[src/rtl/usart_rx_pkg.sv]
package usart_rx_pkg;
    localparam int MIN_BITS = 5;
    localparam int MAX_BITS = 9;

    typedef enum logic [2:0] {
        S_IDLE,
        S_DATA,
        S_PARITY,
        S_STOP1,
        S_STOP2
    } rx_state_e;
endpackage

[src/rtl/usrx_clock_front.sv]
module usrx_clock_front #(
    parameter int HALF_DIV    = 8,
    parameter int SYNC_STAGES = 2
) (
    input  logic clk,
    input  logic rst_n,
    input  logic master_en,
    input  logic polarity,
    input  logic xck_in,
    input  logic rxd,
    output logic xck_out,
    output logic xck_oe,
    output logic sample,
    output logic rxd_s
);
    localparam int CW = $clog2(HALF_DIV + 1);

    logic [CW-1:0]          div_cnt;
    logic                   xck_gen;
    logic                   xck_src;
    logic [SYNC_STAGES-1:0] xck_sync;
    logic [SYNC_STAGES-1:0] rxd_sync;
    logic                   xck_prev;
    logic                   xck_last;

    // local bit clock for master mode
    always_ff @(posedge clk or negedge rst_n) begin
        if (!rst_n) begin
            div_cnt <= '0;
            xck_gen <= 1'b0;
        end else if (!master_en) begin
            div_cnt <= '0;
            xck_gen <= 1'b0;
        end else if (div_cnt == CW'(HALF_DIV - 1)) begin
            div_cnt <= '0;
            xck_gen <= ~xck_gen;
        end else begin
            div_cnt <= div_cnt + 1'b1;
        end
    end

    assign xck_src = master_en ? xck_gen : xck_in;
    assign xck_out = xck_gen;
    assign xck_oe  = master_en;

    // clock and data share the same synchronizer depth so they stay aligned
    always_ff @(posedge clk or negedge rst_n) begin
        if (!rst_n) begin
            xck_sync <= '0;
            rxd_sync <= '1;
            xck_prev <= 1'b0;
        end else begin
            xck_sync <= {xck_sync[SYNC_STAGES-2:0], xck_src};
            rxd_sync <= {rxd_sync[SYNC_STAGES-2:0], rxd};
            xck_prev <= xck_sync[SYNC_STAGES-1];
        end
    end

    assign xck_last = xck_sync[SYNC_STAGES-1];
    assign rxd_s    = rxd_sync[SYNC_STAGES-1];
    assign sample   = polarity ? (xck_last & ~xck_prev) : (~xck_last & xck_prev);

    p_sample_level_r1: assert property (@(posedge clk) disable iff (!rst_n)
        sample |-> (xck_last == polarity));

    p_slave_quiet_r9: assert property (@(posedge clk) disable iff (!rst_n)
        !master_en |=> !xck_out);
endmodule

[src/rtl/usrx_frame_fsm.sv]
module usrx_frame_fsm
    import usart_rx_pkg::*;
#(
    parameter int NBITS = MAX_BITS
) (
    input  logic                       clk,
    input  logic                       rst_n,
    input  logic                       sample,
    input  logic                       rxd_s,
    input  logic [$clog2(NBITS+1)-1:0] data_len,
    input  logic [1:0]                 parity_mode,
    input  logic                       two_stop,
    output logic [NBITS-1:0]           rx_data,
    output logic                       rx_valid,
    output logic                       parity_err,
    output logic                       frame_err
);
    localparam int LW = $clog2(NBITS + 1);

    rx_state_e      state, state_nx;
    logic [LW-1:0]  bit_cnt;
    logic [LW-1:0]  eff_len;
    logic [NBITS-1:0] shreg;
    logic           par_acc;
    logic           perr_pend;
    logic           par_en;
    logic           last_bit;

    assign eff_len  = (data_len < LW'(MIN_BITS) || data_len > LW'(NBITS)) ? LW'(NBITS) : data_len;
    assign par_en   = parity_mode[1];
    assign last_bit = (bit_cnt == eff_len - LW'(1));

    always_comb begin
        state_nx = state;
        unique case (state)
            S_IDLE:   if (sample && !rxd_s) state_nx = S_DATA;
            S_DATA:   if (sample && last_bit) state_nx = par_en ? S_PARITY : S_STOP1;
            S_PARITY: if (sample) state_nx = S_STOP1;
            S_STOP1:  if (sample) state_nx = two_stop ? S_STOP2 : S_IDLE;
            S_STOP2:  if (sample) state_nx = S_IDLE;
            default:  state_nx = S_IDLE;
        endcase
    end

    always_ff @(posedge clk or negedge rst_n) begin
        if (!rst_n) state <= S_IDLE;
        else        state <= state_nx;
    end

    always_ff @(posedge clk or negedge rst_n) begin
        if (!rst_n) begin
            bit_cnt    <= '0;
            shreg      <= '0;
            par_acc    <= 1'b0;
            perr_pend  <= 1'b0;
            rx_data    <= '0;
            rx_valid   <= 1'b0;
            parity_err <= 1'b0;
            frame_err  <= 1'b0;
        end else begin
            rx_valid <= 1'b0;
            if (sample) begin
                unique case (state)
                    S_IDLE: if (!rxd_s) begin
                        bit_cnt   <= '0;
                        shreg     <= '0;
                        par_acc   <= 1'b0;
                        perr_pend <= 1'b0;
                    end
                    S_DATA: begin
                        shreg[bit_cnt] <= rxd_s;
                        par_acc        <= par_acc ^ rxd_s;
                        bit_cnt        <= bit_cnt + 1'b1;
                    end
                    S_PARITY: perr_pend <= par_acc ^ rxd_s ^ parity_mode[0];
                    S_STOP1: begin
                        rx_data    <= shreg;
                        parity_err <= perr_pend;
                        frame_err  <= ~rxd_s;
                        rx_valid   <= 1'b1;
                    end
                    S_STOP2: ;
                    default: ;
                endcase
            end
        end
    end

    p_start_enter_r2: assert property (@(posedge clk) disable iff (!rst_n)
        (state == S_IDLE && sample && !rxd_s) |=> (state == S_DATA));

    p_upper_zero_r4: assert property (@(posedge clk) disable iff (!rst_n)
        rx_valid |-> ((rx_data >> eff_len) == '0));

    p_valid_single_r7: assert property (@(posedge clk) disable iff (!rst_n)
        rx_valid |=> !rx_valid);

    p_valid_after_stop_r7: assert property (@(posedge clk) disable iff (!rst_n)
        rx_valid |-> ($past(state) == S_STOP1));

    p_stop2_silent_r6: assert property (@(posedge clk) disable iff (!rst_n)
        (state == S_STOP2) |=> !rx_valid);
endmodule

[src/rtl/usart_sync_rx.sv]
module usart_sync_rx
    import usart_rx_pkg::*;
#(
    parameter int HALF_DIV    = 8,
    parameter int SYNC_STAGES = 2,
    parameter int NBITS       = MAX_BITS
) (
    input  logic                       clk,
    input  logic                       rst_n,
    input  logic                       master_en,
    input  logic                       polarity,
    input  logic                       xck_in,
    input  logic                       rxd,
    input  logic [$clog2(NBITS+1)-1:0] data_len,
    input  logic [1:0]                 parity_mode,
    input  logic                       two_stop,
    output logic                       xck_out,
    output logic                       xck_oe,
    output logic [NBITS-1:0]           rx_data,
    output logic                       rx_valid,
    output logic                       parity_err,
    output logic                       frame_err
);
    logic sample;
    logic rxd_s;

    usrx_clock_front #(
        .HALF_DIV    (HALF_DIV),
        .SYNC_STAGES (SYNC_STAGES)
    ) u_front (
        .clk       (clk),
        .rst_n     (rst_n),
        .master_en (master_en),
        .polarity  (polarity),
        .xck_in    (xck_in),
        .rxd       (rxd),
        .xck_out   (xck_out),
        .xck_oe    (xck_oe),
        .sample    (sample),
        .rxd_s     (rxd_s)
    );

    usrx_frame_fsm #(
        .NBITS (NBITS)
    ) u_fsm (
        .clk         (clk),
        .rst_n       (rst_n),
        .sample      (sample),
        .rxd_s       (rxd_s),
        .data_len    (data_len),
        .parity_mode (parity_mode),
        .two_stop    (two_stop),
        .rx_data     (rx_data),
        .rx_valid    (rx_valid),
        .parity_err  (parity_err),
        .frame_err   (frame_err)
    );
endmodule

[config.mk]
export PLATFORM = sky130hd
export DESIGN_NAME = usart_sync_rx
export DESIGN_NICKNAME = d
export VERILOG_FILES = /design/src/rtl/usart_rx_pkg.sv /design/src/rtl/usrx_clock_front.sv /design/src/rtl/usrx_frame_fsm.sv /design/src/rtl/usart_sync_rx.sv
export SDC_FILE = /design/constraint.sdc
export NUM_CORES = 1
export LEC_CHECK = 0
export BUFFER_PORTS_ARGS = -buffer_cell sky130_fd_sc_hd__buf_2
export CAP_MARGIN = 20
export CORE_ASPECT_RATIO = 1.75
export CORE_MARGIN = 10
export CORE_UTILIZATION = 42
export CTS_BUF_LIST = sky130_fd_sc_hd__clkbuf_4 sky130_fd_sc_hd__clkbuf_8
export DETAILED_ROUTE_END_ITERATION = 8
export GPL_TIMING_DRIVEN = 0
export PLACE_DENSITY = 0.76
export SYNTH_ARGS = -nofsm -noshare
export SYNTH_HDL_FRONTEND = slang
export SYNTH_SLANG_ARGS = --single-unit
[constraint.sdc]
create_clock -name clk -period 1.7 [get_ports clk]
set_input_delay 0.255 -clock clk [delete_from_list [all_inputs] [get_ports clk]]
set_output_delay 0.255 -clock clk [all_outputs]
set_load 0.05 [all_outputs]
==> qor.yml <==
status: "finished, violations left"
violations: "setup timing"
area_growth_pct: 27.1
yosys.area.top_type: "dfrtp_1"
cts_sinks: 40
relSlewSlack_pct: 42.0
grt_pass1_vias: 1518
ys_types: 44
num_vias: 1568
path_cells: "or3b_4 -> a2111oi_4 -> buf_4 -> nand2_2 -> xor2_1 -> a21oi_1"
routed_wl_um: 4370
cts_hold_buf: 0
grt_max_degree: 41
r2r.worst_path.cells: 6
routed_via_density: 5.54
hold_depth: 1
grt_busiest_layer: "met2"
routabilityCongestion: 0.819
drc: 0
drtPass1Iterations: 4
die_h_um: 111
end_kind: "flip-flop"
max_freq_mhz: 528
cp_slowest_cell: "a2111oi_4"
synthCells: 186
htreeDepth: 2
cp_max_fo: 5
post-route-period-util_pct: 111
syn_avg_cell_area_um2: 10.6
peakVddDrop_v: 0.000732
critical_path_required_ns: 1.92
nNetsFinal: 249
synth-edff-count: 0
drtIter0Drc: 37
routedWlPerCell_um: 15.4
synth_area_leaders: "dfrtp_1 (48%), mux2_2 (6.3%), nand2_1 (4.9%)"
hold-path-endpoint: "u_front.rxd_sync[0]$_DFF_PN1_"
drv_slew: 0
ys.warnings.count: 0
synth_ff_type: "dfrtp_1"
numPortBuffers: 26
cts-root-buf: "clkbuf_8"
grtUsageTotal_pct: 10.6
start_util_pct: 42.8
grt_pass1_wl_um: 6990
numCtsBuffers: 5
cts_tree: "built"
p_leak_nw: 1.21
finalHoldViolations: 0
grt_remaining_overflow: 0
clock_path_buffers: 2
cp_slowest_stage_delay_ns: 0.45
ff2ff_setup_slack_ns: -0.19
swShare_pct: 41.8
die_area_um2: 7970
ant_nets: 0
clock_latency_ns: 0.30
fin_ws_ns: -0.195
arrival_ns: 2.12
p_sw_mw: 1.48
path_clk_slew_ns: 0.08
rows: 33
drv_cap: 0
final_cell_mix: "dfrtp_1 (38), buf_2 (27), nand2_1 (22)"
min-delay-start: "rxd"
async_flop_share_pct: 100
grt_use_met3_pct: 2.69
final_core_util_pct: 54.4
layout_commonest_cell: "dfrtp_1"
grtUsageMet2_pct: 18.7
num_io_pins: 27
insertedDiodeCount: 0
r2r-end: "u_fsm.bit_cnt[2]$_DFFE_PN0P_"
hp-class: "in2reg"
synth_top_area_share_pct: 48.0
p_int_mw: 2.06
fp.dieW_um: 71.9
seqPwrFrac_pct: 39.9
combPwrFrac_pct: 41.8
layout-drive-gt1-share_pct: 42.4
rsz0062_at_grt: "true"
r2r_start: "u_front.xck_sync[1]$_DFF_PN0_"
finClkSkew_ns: 0.0104
power.density_nw_per_um2: 1400
use_met1_pct: 10.7
setup_viol: 21
dp.final_hpwl_um: 2980
core_area_um2: 4620
crit_path_start_kind: "flip-flop"
path_class: "reg2reg"
ys_ff_latch: 40
layout_min_cycle_time_ns: 1.89
antenna_found_initial: 0
fillCellCount: 404
synth_area_um2: 1980
yosysSeqAreaShare_pct: 50.7
power_mw: 3.54
tightest_slew_ns: 0.869
power.share.clock_pct: 18.4
syn-num-nets: 205
flip-flops by register name, summed over array words and instances, names as in the netlist:
signal            flops
u_fsm.shreg           9
u_fsm.perr_pend       1
u_front.xck_sync      2
u_front.xck_out       1
u_fsm.rx_valid        1
u_fsm.state           3
u_front.rxd_sync      2
u_fsm.rx_data         9
u_fsm.frame_err       1
u_fsm.bit_cnt         4
u_fsm.parity_err      1
u_front.xck_prev      1
u_fsm.par_acc         1
u_front.div_cnt       4
worst max path at each step:
| stage | slack [ns] | endpoint | from | cells after the start |
|---|---|---|---|---|
| final | -0.19 | u_fsm.bit_cnt[2]$_DFFE_PN0P_ | u_front.xck_sync[1]$_DFF_PN0_ | 6 |
| after CTS | -0.17 | u_fsm.shreg[8]$_DFFE_PN0P_ | u_front.xck_sync[1]$_DFF_PN0_ | 5 |
| after detailed placement | -0.27 | u_fsm.shreg[5]$_DFFE_PN0P_ | u_front.xck_sync[1]$_DFF_PN0_ | 5 |
| after global placement | -0.23 | u_fsm.state[0]$_DFFE_PN0P_ | data_len[2] | 9 |
| after global routing | -0.33 | u_fsm.shreg[8]$_DFFE_PN0P_ | u_front.xck_sync[1]$_DFF_PN0_ | 5 |
| after floorplan | -0.03 | u_fsm.shreg[8]$_DFFE_PN0P_ | u_front.xck_sync[1]$_DFF_PN0_ | 5 |
synthesized netlist by cell type (2+ instances only):
| cell type | instances |
|---|---|
| dfrtp_1 | 38 |
| nand2_1 | 26 |
| a21oi_1 | 18 |
| o21ai_0 | 12 |
| mux2_2 | 11 |
| inv_1 | 7 |
| ha_1 | 6 |
| nand3_1 | 6 |
| nor2b_1 | 6 |
| nor2_1 | 5 |
| xor2_1 | 5 |
| xnor2_1 | 4 |
| a21boi_0 | 3 |
| and2_1 | 3 |
| clkbuf_1 | 3 |
| mux2i_1 | 3 |
| a31o_2 | 2 |
| dfstp_2 | 2 |
metrics by stage:
step / area, um2 / hold slack (ns) / setup WS [ns] / std cells / TNS, ns
after global placement: 2220 / 0.333 / -0.235 / 264 / -3.80
after CTS: 2380 / 0.0603 / -0.168 / 276 / -1.70
final: 2520 / 0.0603 / -0.195 / 283 / -2.53
after floorplan: 2020 / -0.0406 / -0.0313 / 186 / -0.0618
after global routing: 2520 / 0.0584 / -0.330 / 283 / -4.03
after detailed placement: 2220 / 0.346 / -0.271 / 264 / -4.49
what timing repair did:
item / CTS / global route
gates resized for setup: 17 / 23
endpoints found under the setup margin: 28 / 26
pin swaps: 14 / 11
setup buffers: 4 / 8
power groups by stage:
stage / clock network, mW / registers [mW] / logic (mW)
final: 0.649 / 1.41 / 1.48
after global routing: 0.691 / 1.44 / 1.62
after CTS: 0.654 / 1.39 / 1.32
after detailed placement: 0 / 1.40 / 1.26
after global placement: 0 / 1.39 / 1.24
after floorplan: 0 / 1.62 / 0.711
final cells by class:
class,instances,area (um2),share of cell area [%]
clock inverter,2,10.0,0.398
timing repair buffer,38,231,9.19
sequential,40,1000,39.9
tap,52,65.1,2.58
clock buffer,6,82.6,3.28
multi-input combinational,132,1060,42.1
inverter,7,26.3,1.04
buffer,6,37.5,1.49
cell families after synthesis:
logic type | count (synthesis) | share of synthesized area, %
and+or+nand+nor | 57 | 14.6
AOI/OAI and AO/OA | 46 | 15.9
DFF | 40 | 50.7
buffers and inverters | 14 | 3.28
muxes | 14 | 7.77
xor gates and xnor gates | 9 | 3.98
adders and majority gates | 6 | 3.79
layer usage:
layer,vias up,part of all wire (%),wire length [um]
met3,13,5.0,219
met5,-,0,0
met4,0,2.9,125
met1,774,38,1650
li1,733,-,-
met2,48,54,2380
worst max-delay path: cells and delay by family, from the launching register on:
family                 cells  cell delay [ns]
AO/OA/AOI/OAI              2             0.57
buffers and inverters      1             0.21
AND/OR/NAND/NOR            2             0.49
XOR/XNOR                   1             0.14
flip-flops                 1             0.40
Note: power is estimated with default switching activity, not from simulation.
